`config.mk`:
```
export PLATFORM = sky130hd
export DESIGN_NAME = coherence_dir
export DESIGN_NICKNAME = d
export VERILOG_FILES = /design/src/rtl/cdir_pkg.sv /design/src/rtl/cdir_line_fsm.sv /design/src/rtl/cdir_out_stage.sv /design/src/rtl/coherence_dir.sv
export SDC_FILE = /design/constraint.sdc
export NUM_CORES = 1
export LEC_CHECK = 0
export ABC_AREA = 1
export BUFFER_PORTS_ARGS = -buffer_cell sky130_fd_sc_hd__buf_2
export CORE_ASPECT_RATIO = 0.7
export CORE_UTILIZATION = 35
export DETAILED_ROUTE_END_ITERATION = 8
export MAX_ROUTING_LAYER = met4
export PLACE_DENSITY_LB_ADDON = 0.25
export SYNTH_ARGS = -nofsm -noshare
export SYNTH_HDL_FRONTEND = slang
export SYNTH_SLANG_ARGS = --single-unit
```
`constraint.sdc`:
```
create_clock -name clk -period 2.9 [get_ports clk]
set_clock_uncertainty 0.1 [all_clocks]
set_input_delay 0.29 -clock clk [delete_from_list [all_inputs] [get_ports clk]]
set_output_delay 0.29 -clock clk [all_outputs]
set_load 0.005 [all_outputs]
```
`src/rtl/cdir_pkg.sv`:
```
package cdir_pkg;

    typedef enum logic [3:0] {
        LN_ABSENT,
        LN_SHARED,
        LN_HOME_EXCL,
        LN_PRIV_EXCL,
        LN_FETCH,
        LN_WAIT_UNBLK,
        LN_WAIT_BOTH,
        LN_WAIT_WB,
        LN_WAIT_UNBLK_S
    } line_state_e;

    typedef enum logic [1:0] {
        RQ_READ    = 2'd0,
        RQ_IFETCH  = 2'd1,
        RQ_WRITE   = 2'd2,
        RQ_UPGRADE = 2'd3
    } req_kind_e;

    typedef enum logic {
        MS_UNBLOCK   = 1'b0,
        MS_WRITEBACK = 1'b1
    } msg_kind_e;

    typedef enum logic [1:0] {
        RS_DATA_SHARED = 2'd0,
        RS_DATA_EXCL   = 2'd1,
        RS_ACKS_ONLY   = 2'd2
    } rsp_kind_e;

    typedef enum logic {
        FW_READ  = 1'b0,
        FW_WRITE = 1'b1
    } fwd_kind_e;

    // Lines in these states accept new requests.
    function automatic logic accepts_req(input line_state_e s);
        return (s == LN_ABSENT) || (s == LN_SHARED) ||
               (s == LN_HOME_EXCL) || (s == LN_PRIV_EXCL);
    endfunction

    function automatic logic wants_excl(input req_kind_e k);
        return (k == RQ_WRITE) || (k == RQ_UPGRADE);
    endfunction

    function automatic int unsigned ones64(input logic [63:0] v);
        int unsigned n;
        n = 0;
        for (int i = 0; i < 64; i++) begin
            n += int'(v[i]);
        end
        return n;
    endfunction

endpackage

```
`src/rtl/cdir_line_fsm.sv`:
```
module cdir_line_fsm
    import cdir_pkg::*;
#(
    parameter int NUM_CORES = 4,
    localparam int CW = $clog2(NUM_CORES),
    localparam int AW = $clog2(NUM_CORES + 1)
) (
    input  logic                 clk,
    input  logic                 rst,
    input  logic                 ev_req,
    input  logic                 ev_msg,
    input  logic                 ev_mem,
    input  logic                 snoop,
    input  req_kind_e            in_req_kind,
    input  logic [CW-1:0]        in_req_core,
    input  msg_kind_e            in_msg_kind,
    input  logic [CW-1:0]        in_msg_core,
    output logic                 is_idle,
    output logic                 act_rsp,
    output rsp_kind_e            act_rsp_kind,
    output logic [CW-1:0]        act_rsp_core,
    output logic [AW-1:0]        act_acks,
    output logic                 act_fwd,
    output fwd_kind_e            act_fwd_kind,
    output logic [CW-1:0]        act_fwd_tgt,
    output logic                 act_inv,
    output logic [NUM_CORES-1:0] act_inv_mask,
    output logic                 act_mem
);

    line_state_e          st_q, st_d;
    logic [NUM_CORES-1:0] shr_q, shr_d;
    logic [CW-1:0]        own_q, own_d;
    logic [CW-1:0]        pend_q, pend_d;
    req_kind_e            pkind_q, pkind_d;
    logic                 cont_q, cont_d;

    logic [NUM_CORES-1:0] req_bit;
    logic [NUM_CORES-1:0] others;
    logic                 rival;
    logic                 unblk_ok;
    logic                 wb_ok;
    logic [NUM_CORES-1:0] pair_bits;

    assign req_bit   = NUM_CORES'(1) << in_req_core;
    assign others    = shr_q & ~req_bit;
    assign rival     = snoop && (in_req_core != pend_q);
    assign unblk_ok  = ev_msg && (in_msg_kind == MS_UNBLOCK) && (in_msg_core == pend_q);
    assign wb_ok     = ev_msg && (in_msg_kind == MS_WRITEBACK) && (in_msg_core == own_q);
    assign pair_bits = (NUM_CORES'(1) << own_q) | (NUM_CORES'(1) << pend_q);
    assign is_idle   = accepts_req(st_q);

    always_comb begin
        st_d         = st_q;
        shr_d        = shr_q;
        own_d        = own_q;
        pend_d       = pend_q;
        pkind_d      = pkind_q;
        cont_d       = cont_q;
        act_rsp      = 1'b0;
        act_rsp_kind = RS_DATA_SHARED;
        act_rsp_core = in_req_core;
        act_acks     = '0;
        act_fwd      = 1'b0;
        act_fwd_kind = FW_READ;
        act_fwd_tgt  = own_q;
        act_inv      = 1'b0;
        act_inv_mask = '0;
        act_mem      = 1'b0;
        unique case (st_q)
            LN_ABSENT: begin
                if (ev_req) begin
                    act_mem = 1'b1;
                    pend_d  = in_req_core;
                    pkind_d = in_req_kind;
                    cont_d  = 1'b0;
                    st_d    = LN_FETCH;
                end
            end
            LN_FETCH: begin
                if (rival) cont_d = 1'b1;
                if (ev_mem) begin
                    act_rsp      = 1'b1;
                    act_rsp_core = pend_q;
                    if ((pkind_q == RQ_IFETCH) ||
                        ((pkind_q == RQ_READ) && (cont_q || rival))) begin
                        act_rsp_kind = RS_DATA_SHARED;
                        shr_d        = NUM_CORES'(1) << pend_q;
                        st_d         = LN_SHARED;
                    end else begin
                        act_rsp_kind = RS_DATA_EXCL;
                        shr_d        = '0;
                        st_d         = LN_WAIT_UNBLK;
                    end
                end
            end
            LN_SHARED: begin
                if (ev_req) begin
                    act_rsp = 1'b1;
                    if (wants_excl(in_req_kind)) begin
                        act_inv      = |others;
                        act_inv_mask = others;
                        act_acks     = AW'(ones64(64'(others)));
                        act_rsp_kind = ((in_req_kind == RQ_UPGRADE) && (|(shr_q & req_bit)))
                                       ? RS_ACKS_ONLY : RS_DATA_EXCL;
                        shr_d  = '0;
                        pend_d = in_req_core;
                        st_d   = LN_WAIT_UNBLK;
                    end else begin
                        act_rsp_kind = RS_DATA_SHARED;
                        shr_d        = shr_q | req_bit;
                    end
                end
            end
            LN_HOME_EXCL: begin
                if (ev_req) begin
                    act_rsp = 1'b1;
                    if (in_req_kind == RQ_IFETCH) begin
                        act_rsp_kind = RS_DATA_SHARED;
                        shr_d        = req_bit;
                        st_d         = LN_SHARED;
                    end else begin
                        act_rsp_kind = RS_DATA_EXCL;
                        pend_d       = in_req_core;
                        st_d         = LN_WAIT_UNBLK;
                    end
                end
            end
            LN_PRIV_EXCL: begin
                if (ev_req) begin
                    act_fwd = 1'b1;
                    pend_d  = in_req_core;
                    if (wants_excl(in_req_kind)) begin
                        act_fwd_kind = FW_WRITE;
                        st_d         = LN_WAIT_UNBLK;
                    end else begin
                        act_fwd_kind = FW_READ;
                        st_d         = LN_WAIT_BOTH;
                    end
                end else if (wb_ok) begin
                    st_d = LN_HOME_EXCL;
                end
            end
            LN_WAIT_UNBLK: begin
                if (unblk_ok) begin
                    own_d = pend_q;
                    st_d  = LN_PRIV_EXCL;
                end
            end
            LN_WAIT_BOTH: begin
                if (unblk_ok)   st_d = LN_WAIT_WB;
                else if (wb_ok) st_d = LN_WAIT_UNBLK_S;
            end
            LN_WAIT_WB: begin
                if (wb_ok) begin
                    shr_d = pair_bits;
                    own_d = '0;
                    st_d  = LN_SHARED;
                end
            end
            LN_WAIT_UNBLK_S: begin
                if (unblk_ok) begin
                    shr_d = pair_bits;
                    own_d = '0;
                    st_d  = LN_SHARED;
                end
            end
            default: st_d = LN_ABSENT;
        endcase
    end

    always_ff @(posedge clk) begin
        if (rst) begin
            st_q    <= LN_ABSENT;
            shr_q   <= '0;
            own_q   <= '0;
            pend_q  <= '0;
            pkind_q <= RQ_READ;
            cont_q  <= 1'b0;
        end else begin
            st_q    <= st_d;
            shr_q   <= shr_d;
            own_q   <= own_d;
            pend_q  <= pend_d;
            pkind_q <= pkind_d;
            cont_q  <= cont_d;
        end
    end

endmodule

```
`src/rtl/cdir_out_stage.sv`:
```
module cdir_out_stage #(
    parameter int W = 8
) (
    input  logic         clk,
    input  logic         rst,
    input  logic [W-1:0] d,
    output logic [W-1:0] q
);

    always_ff @(posedge clk) begin
        if (rst) q <= '0;
        else     q <= d;
    end

endmodule

```
`src/rtl/coherence_dir.sv`:
```
module coherence_dir
    import cdir_pkg::*;
#(
    parameter int NUM_CORES = 4,
    parameter int NUM_LINES = 8
) (
    input  logic                           clk,
    input  logic                           rst,
    input  logic                           req_valid,
    output logic                           req_ready,
    input  logic [1:0]                     req_kind,
    input  logic [$clog2(NUM_CORES)-1:0]   req_core,
    input  logic [$clog2(NUM_LINES)-1:0]   req_line,
    input  logic                           msg_valid,
    input  logic                           msg_kind,
    input  logic [$clog2(NUM_CORES)-1:0]   msg_core,
    input  logic [$clog2(NUM_LINES)-1:0]   msg_line,
    output logic                           mem_req_valid,
    output logic [$clog2(NUM_LINES)-1:0]   mem_req_line,
    input  logic                           mem_resp_valid,
    input  logic [$clog2(NUM_LINES)-1:0]   mem_resp_line,
    output logic                           rsp_valid,
    output logic [1:0]                     rsp_kind,
    output logic [$clog2(NUM_CORES)-1:0]   rsp_core,
    output logic [$clog2(NUM_LINES)-1:0]   rsp_line,
    output logic [$clog2(NUM_CORES+1)-1:0] rsp_acks,
    output logic                           fwd_valid,
    output logic                           fwd_kind,
    output logic [$clog2(NUM_CORES)-1:0]   fwd_core,
    output logic [$clog2(NUM_CORES)-1:0]   fwd_requester,
    output logic [$clog2(NUM_LINES)-1:0]   fwd_line,
    output logic                           inv_valid,
    output logic [NUM_CORES-1:0]           inv_mask,
    output logic [$clog2(NUM_LINES)-1:0]   inv_line
);

    localparam int CW = $clog2(NUM_CORES);
    localparam int LW = $clog2(NUM_LINES);
    localparam int AW = $clog2(NUM_CORES + 1);
    localparam int OW = (1 + 2 + CW + LW + AW) + (1 + 1 + CW + CW + LW)
                      + (1 + NUM_CORES + LW) + (1 + LW);

    logic [NUM_LINES-1:0] ln_idle;
    logic                 a_rsp      [NUM_LINES];
    rsp_kind_e            a_rsp_kind [NUM_LINES];
    logic [CW-1:0]        a_rsp_core [NUM_LINES];
    logic [AW-1:0]        a_acks     [NUM_LINES];
    logic                 a_fwd      [NUM_LINES];
    fwd_kind_e            a_fwd_kind [NUM_LINES];
    logic [CW-1:0]        a_fwd_tgt  [NUM_LINES];
    logic                 a_inv      [NUM_LINES];
    logic [NUM_CORES-1:0] a_inv_mask [NUM_LINES];
    logic                 a_mem      [NUM_LINES];

    logic req_fire;

    // A request waits while its line is busy, while a memory return needs the
    // response slot, or while a message is updating the same line.
    assign req_ready = ln_idle[req_line] && !mem_resp_valid &&
                       !(msg_valid && (msg_line == req_line));
    assign req_fire  = req_valid && req_ready;

    for (genvar g = 0; g < NUM_LINES; g++) begin : g_line
        cdir_line_fsm #(.NUM_CORES(NUM_CORES)) u_line (
            .clk          (clk),
            .rst          (rst),
            .ev_req       (req_fire && (req_line == LW'(g))),
            .ev_msg       (msg_valid && (msg_line == LW'(g))),
            .ev_mem       (mem_resp_valid && (mem_resp_line == LW'(g))),
            .snoop        (req_valid && (req_line == LW'(g))),
            .in_req_kind  (req_kind_e'(req_kind)),
            .in_req_core  (req_core),
            .in_msg_kind  (msg_kind_e'(msg_kind)),
            .in_msg_core  (msg_core),
            .is_idle      (ln_idle[g]),
            .act_rsp      (a_rsp[g]),
            .act_rsp_kind (a_rsp_kind[g]),
            .act_rsp_core (a_rsp_core[g]),
            .act_acks     (a_acks[g]),
            .act_fwd      (a_fwd[g]),
            .act_fwd_kind (a_fwd_kind[g]),
            .act_fwd_tgt  (a_fwd_tgt[g]),
            .act_inv      (a_inv[g]),
            .act_inv_mask (a_inv_mask[g]),
            .act_mem      (a_mem[g])
        );
    end

    logic                 m_rsp, m_fwd, m_inv, m_mem;
    logic [1:0]           m_rsp_kind;
    logic [CW-1:0]        m_rsp_core, m_fwd_tgt;
    logic [LW-1:0]        m_rsp_line, m_fwd_line, m_mem_line;
    logic [AW-1:0]        m_acks;
    logic                 m_fwd_kind;
    logic [NUM_CORES-1:0] m_inv_mask;

    // At most one line acts on each output class per cycle.
    always_comb begin
        m_rsp = 1'b0; m_rsp_kind = '0; m_rsp_core = '0; m_rsp_line = '0; m_acks = '0;
        m_fwd = 1'b0; m_fwd_kind = 1'b0; m_fwd_tgt = '0; m_fwd_line = '0;
        m_inv = 1'b0; m_inv_mask = '0;
        m_mem = 1'b0; m_mem_line = '0;
        for (int i = 0; i < NUM_LINES; i++) begin
            if (a_rsp[i]) begin
                m_rsp      = 1'b1;
                m_rsp_kind = a_rsp_kind[i];
                m_rsp_core = a_rsp_core[i];
                m_rsp_line = LW'(i);
                m_acks     = a_acks[i];
                m_inv      = a_inv[i];
                m_inv_mask = a_inv_mask[i];
            end
            if (a_fwd[i]) begin
                m_fwd      = 1'b1;
                m_fwd_kind = a_fwd_kind[i];
                m_fwd_tgt  = a_fwd_tgt[i];
                m_fwd_line = LW'(i);
            end
            if (a_mem[i]) begin
                m_mem      = 1'b1;
                m_mem_line = LW'(i);
            end
        end
    end

    logic [OW-1:0] out_d, out_q;

    assign out_d = {m_rsp, m_rsp_kind, m_rsp_core, m_rsp_line, m_acks,
                    m_fwd, m_fwd_kind, m_fwd_tgt, req_core, m_fwd_line,
                    m_inv, m_inv_mask, m_rsp_line,
                    m_mem, m_mem_line};

    cdir_out_stage #(.W(OW)) u_out (
        .clk (clk),
        .rst (rst),
        .d   (out_d),
        .q   (out_q)
    );

    assign {rsp_valid, rsp_kind, rsp_core, rsp_line, rsp_acks,
            fwd_valid, fwd_kind, fwd_core, fwd_requester, fwd_line,
            inv_valid, inv_mask, inv_line,
            mem_req_valid, mem_req_line} = out_q;

endmodule

```
==> flow_summary.toml, run 1 <==
[route]
drt-initial-drc-count = 1884
vias = 15100
wl_per_cell_um = 20.8
drc_errors = 0
drt_pass1_iterations = 6
via_per_inst = 5.55
wl_mm = 56.7
antenna_left = 0

[die]
die_y_um = 159
start_util = 0.355
core_area_mm2 = 0.0347
rows = 57
pin_count = 54
die_x_um = 226
die_area_mm2 = 0.0359

[sta]
worst_slew_pin_slew_ns = 0.965
rsz0062_at_grt = "no"
setup_viol = 0
hold_violations = 0
min_period_over_period = 0.962
min_period_ns = 2.79
clock.fmax_ghz = 0.359
drv_slew = 0
slew_headroom = 0.351

[grt]
grt_busiest_layer = "met1"
first_global_vias = 13800
use_met3 = 0.0709
gr-usage-all-layers = 0.328
use_met2 = 0.427
grt_start_max_net_pins = 83
antenna_found_initial = 1
grt_pass1_wl_mm = 85.3
met1_usage = 0.492
grt_overflow = 0

[yosys]
synthAdderAreaFrac = 0.0374
ys_ff_latch = 149
synth_compound_area_frac = 0.232
ys.warnings.count = 0
synth-simple-area-share = 0.343
synth_xor_area_frac = 0.0107
synthDistinctLibCells = 57
synth.area.mux_share = 0
ys.flop_type = "dfxtp_1"
synth.cell_area_mm2 = 0.0123
synth_edf_count = 0
syn_inst = 2085
synth_fp_nets = 2138
avgSynthCellArea_um2 = 5.90
synth_top_family_by_area = "simple AND/OR/NAND/NOR gates"
seq_area_frac_synth = 0.242
async_flop_share = 0

[place]
place.gp.congestion = 1.04
placed_area_mm2 = 0.0141
hpwl_mm = 44.2
dp.cells = 2694
io_buffers = 53

[clock_tree]
path_clk_slew_ns = 0.07
clk_latency_ns = 0.47
cts_tree = "built"
clock_sinks = 149
ctsHoldBuffers = 0
ctsLongestPathBuffers = 2
cts_buffers = 17
clockRootBuffer = "clkbuf_16"
cts-htree-levels = 4
post_cts_buffers = 0

[finish]
drive_gt1_frac = 0.127
fillers = 3842
area_delta_synth_final_pct = 18.9
instances_no_fill = 2727
final_core_util = 0.422
fin_area_mm2 = 0.0146
nets = 2294

[power]
p_leak_nw = 6.46
ir_worst_vdd_v = 0.000435
powerDensity_mw_per_mm2 = 729

[setup_path]
required_ns = 3.19
path_class = "register to register"
cp_max_fo = 4
arrival_ns = 3.08
start_kind = "register"
worstSetupEndpointType = "register"

[min_path]
hp-class = "input pin to register"

[outcome]
status = "finished, final reports clean"

[job]
maxCapViolCount = 0
==> logic make-up (layout without fill, tap and decap cells) <==
kind of cell	Yosys count	after routing
simple gates	966	966
compound gates	494	494
buf+inv	429	598
flops	149	149
fa+ha+maj	32	32
xor+xnor	15	15
other cells	0	1
==> where the power goes <==
part	internal (mW)	switching [mW]
Combinational	1.82	3.70
Clock	1.22	1.02
Sequential	2.47	0.438
Total	5.51	5.16
==> registers in the layout, indices dropped and copies added (netlist names) <==
signal	flops
g_line.u_line.pend_q	16
u_out.q	29
g_line.u_line.shr_q	32
g_line.u_line.cont_q	8
g_line.u_line.act_fwd_tgt	16
g_line.u_line.pkind_q	16
g_line.u_line.st_q	32
==> final timing paths <==
check                      startpoint                      end  slack [ns]  cells after the start
min reg2reg   g_line[4].u_line.cont_q  g_line[4].u_line.cont_q        0.35                      2
min                       req_core[1]              u_out.q[16]        0.24                      4
max reg2reg  g_line[4].u_line.st_q[3]              u_out.q[18]        0.11                     17
max          g_line[4].u_line.st_q[3]              u_out.q[18]        0.11                     17
==> cells in the final DEF (no fill, tap or decap), drive strengths merged, types with 2 or more instances in the layout <==
cell and instances:
fa 8, clkinv 9, a21oi 142, o2111ai 7, o21ai 192, inv 362
o22ai 46, or2 3, clkinvlp 4, a21boi 3, a41oi 9, nor2 326
nor3b 2, a31oi 20, a31o 2, nor4 30, buf 201, a22oi 9
nand3b 7, nand4 38, o21bai 3, nand3 95, dfxtp 149, o21a 2
a211oi 38, nand2 397, a221oi 11, o31ai 3, o211ai 4, clkbuf 21
ha 24, nor3 66, xnor2 15
==> critical path: stages (launching register included) <==
cell     delay (ns)
dfxtp_1        0.35
nor2_1         0.29
nor2_1         0.09
nor2_1         0.12
nand2_1        0.08
nand2_2        0.09
nand3_2        0.12
buf_4          0.18
nor2_1         0.17
buf_4          0.19
nand3_1        0.11
o21ai_0        0.19
inv_1          0.13
nand3_1        0.15
nand2_1        0.07
nand2_1        0.06
nand2_1        0.07
a21oi_1        0.15
==> metrics by stage <==
step | TNS, ns | setup WS, ns | hold WS [ns] | total power [mW]
after global placement | -0.0114 | -0.0114 | 0.341 | 8.22
after CTS | 0 | 0.212 | 0.211 | 10.5
final | 0 | 0.111 | 0.236 | 10.7
after detailed placement | -0.0404 | -0.0271 | 0.344 | 8.25
after global routing | 0 | 0.0109 | 0.242 | 11.4
after floorplan | 0 | 0.0607 | 0.325 | 6.49
==> metal layers <==
metal | vias to the layer above | wire, um
li1 | 7216 | -
met1 | 7025 | 27100
met2 | 830 | 21600
met3 | 75 | 6730
met4 | 0 | 1340
met5 | - | 0
==> area by class of cell <==
cell class | instances | area, um^2 | area share
Clock buffer | 21 | 460 | 0.0315
Sequential cell | 149 | 2980 | 0.204
Timing Repair Buffer | 201 | 1440 | 0.0983
Multi-Input combinational cell | 1507 | 7680 | 0.525
Tap cell | 472 | 591 | 0.0404
Inverter | 365 | 1370 | 0.0936
Clock inverter | 11 | 101 | 0.00693
Antenna cell | 1 | 2.50 | 0.000171
==> synthesized netlist by cell type, drive strengths merged (4+ instances only) <==
cell     count  share of area
nand2      397           0.12
inv        361           0.11
nor2       326           0.11
o21ai      192          0.079
dfxtp      149           0.24
a21oi      142          0.058
nand3       95          0.040
nor3        66          0.027
o22ai       46          0.023
clkbuf      45          0.014
a211oi      38          0.024
nand4       38          0.019
nor4        30          0.019
ha          24          0.024
a31oi       20          0.010
buf         19         0.0089
xnor2       15          0.011
a221oi      11         0.0078
a22oi        9         0.0055
a41oi        9         0.0064
fa           8          0.013
nand3b       7         0.0043
o2111ai      7         0.0050
clkinv       4         0.0012
o211ai       4         0.0024
==> timing repair <==
item / CTS / global route
hold endpoints to repair: 0 / 0
gates resized for setup: 0 / 1
endpoints found under the setup margin: 0 / 1
Power figures use the tool's default switching activity.
==> inputs of run 2 (changes only) <==
- REMOVE_ABC_BUFFERS: default -> 1
- SETUP_SLACK_MARGIN: default -> 0.2
- SKIP_LAST_GASP: default -> 1
==> flow_summary.toml, run 2 (same netlist as run 1, synthesis figures left out) <==
[grt]
grt_overflow = 0
gr-usage-all-layers = 0.312
grt_pass1_wl_mm = 82.1
grt_start_max_net_pins = 67
first_global_vias = 13600
antenna_found_initial = 1

[sta]
rsz0062_at_grt = "yes"
drv_slew = 0
clock.fmax_ghz = 0.383
hold_violations = 0
min_period_ns = 2.61
setup-tns-final_ns = 0
min_period_over_period = 0.900
setup_slack_ns = 0.291
setup_viol = 0
worst_slew_pin_slew_ns = 0.889
slew_headroom = 0.403

[finish]
nets = 2312
drive_gt1_frac = 0.148
fin_area_mm2 = 0.0150
fillers = 3765
final_common_cell = "nand2_1"
area_delta_synth_final_pct = 21.6
final_core_util = 0.432
largestRegisters = "g_line.u_line.shr_q x32, g_line.u_line.st_q x32, u_out.q x29"
final_cell_mix = "378 x nand2_1, 346 x inv_1, 301 x nor2_1"

[setup_path]
required_ns = 2.51
cp_num_buf_inv = 7
arrival_ns = 2.22
crit_start = "g_line[4].u_line.st_q[3]"
cp_max_fo = 6
timing.rr.start = "g_line[4].u_line.st_q[3]"
cp_slowest_stage_delay_ns = 0.34
start_kind = "register"
cp_cell_sequence = "nor2_1 -> buf_4 -> nor2_2 -> nor2_1 -> nand2_1 -> nand2_2 -> buf_6 -> nand2_4 -> nor2_8 -> buf_8 -> buf_12 -> buf_6 -> buf_4 -> buf_2"
slowest_stage = "dfxtp_2"
worstSetupEndpointType = "primary output"
path_class = "register to primary output"
critPathTopFamily = "buffers and inverters"

[clock_tree]
ctsLongestPathBuffers = 2
clockRootBuffer = "clkbuf_16"
path_clk_slew_ns = 0.06
clock_sinks = 149
cts-htree-levels = 4
cts_tree = "built"
ctsHoldBuffers = 0
clk_latency_ns = 0.47
cts_buffers = 17

[route]
drt-initial-drc-count = 1890
wl_per_cell_um = 19.7
vias = 15100
via_per_inst = 5.50
antenna_left = 0
wl_mm = 54.0
drt_pass1_iterations = 6
drc_errors = 0

[place]
io_buffers = 53
placed_area_mm2 = 0.0140
place.gp.congestion = 1.09
hpwl_mm = 42.4
place_ws_ns = -0.0275

[power]
ir_worst_vdd_v = 0.000455
p_leak_nw = 6.63
powerDensity_mw_per_mm2 = 730

[die]
die_y_um = 159
core_area_mm2 = 0.0347
start_util = 0.355
die_x_um = 226
pin_count = 54
rows = 57
die_area_mm2 = 0.0359

[min_path]
hp-start = "rst"
hp-class = "input pin to register"

[outcome]
status = "finished, final reports clean"

[job]
maxCapViolCount = 0
==> run 2: cell types whose count changed in the layout (fill, tap and decap cells not counted), sizes merged <==
cell	before	now
bufinv	1	3
inv	362	363
clkinv	9	7
clkinvlp	4	3
buf	201	219
==> run 2: path summary, 6_finish.rpt <==
path	to	slack [ns]	cells past startpoint
max	req_ready	0.29	14
min reg2reg	g_line[6].u_line.pkind_q[0]	0.35	2
max reg2reg	u_out.q[31]	0.30	15
min	u_out.q[21]	0.16	4
==> run 2: routing by layer <==
| metal | GRT usage | vias to the layer above | wire [um] |
|---|---|---|---|
| met4 | 0.0820 | 0 | 1400 |
| met1 | 0.468 | 6917 | 25500 |
| met5 | - | - | 0 |
| met2 | 0.411 | 828 | 20900 |
| li1 | - | 7259 | - |
| met3 | 0.0683 | 84 | 6220 |
==> run 2: power breakdown <==
part / total, mW / internal, mW / switching [mW]
Clock: 2.40 / 1.40 / 0.996
Sequential: 2.89 / 2.47 / 0.420
Combinational: 5.64 / 1.96 / 3.68
Total: 10.9 / 5.83 / 5.10
==> run 2: per-stage QoR <==
stage                     total power [mW]  hold slack, ns  instances
after global placement                8.12           0.338       2688
after detailed placement              8.13           0.343       2688
after global routing                  11.7           0.173       2745
after floorplan                       6.39           0.259       2021
after CTS                             10.6           0.136       2720
final                                 10.9           0.159       2745
==> run 2: tightest hold or removal path, stage by stage <==
cell and delay, ns:
buf_2 0.10, inv_2 0.14, nand2_1 0.11, inv_1 0.03
==> run 2: cell type report <==
class | instances | area [um^2] | area share
multi-input cells | 1507 | 7810 | 0.522
flip-flops and latches | 149 | 2990 | 0.200
repair buffers | 219 | 1590 | 0.106
inverters | 365 | 1370 | 0.0917
well taps | 472 | 591 | 0.0395
clock buffers | 21 | 460 | 0.0308
clock inverters | 11 | 149 | 0.00995
diodes | 1 | 2.50 | 0.000167
==> run 2: repair_timing <==
action	in CTS	in global routing
cloned	0	0
endpoints found under the setup margin	2	62
pin swaps	0	19
buffers inserted	0	24
hold endpoints to repair	0	0
gates resized for setup	3	50
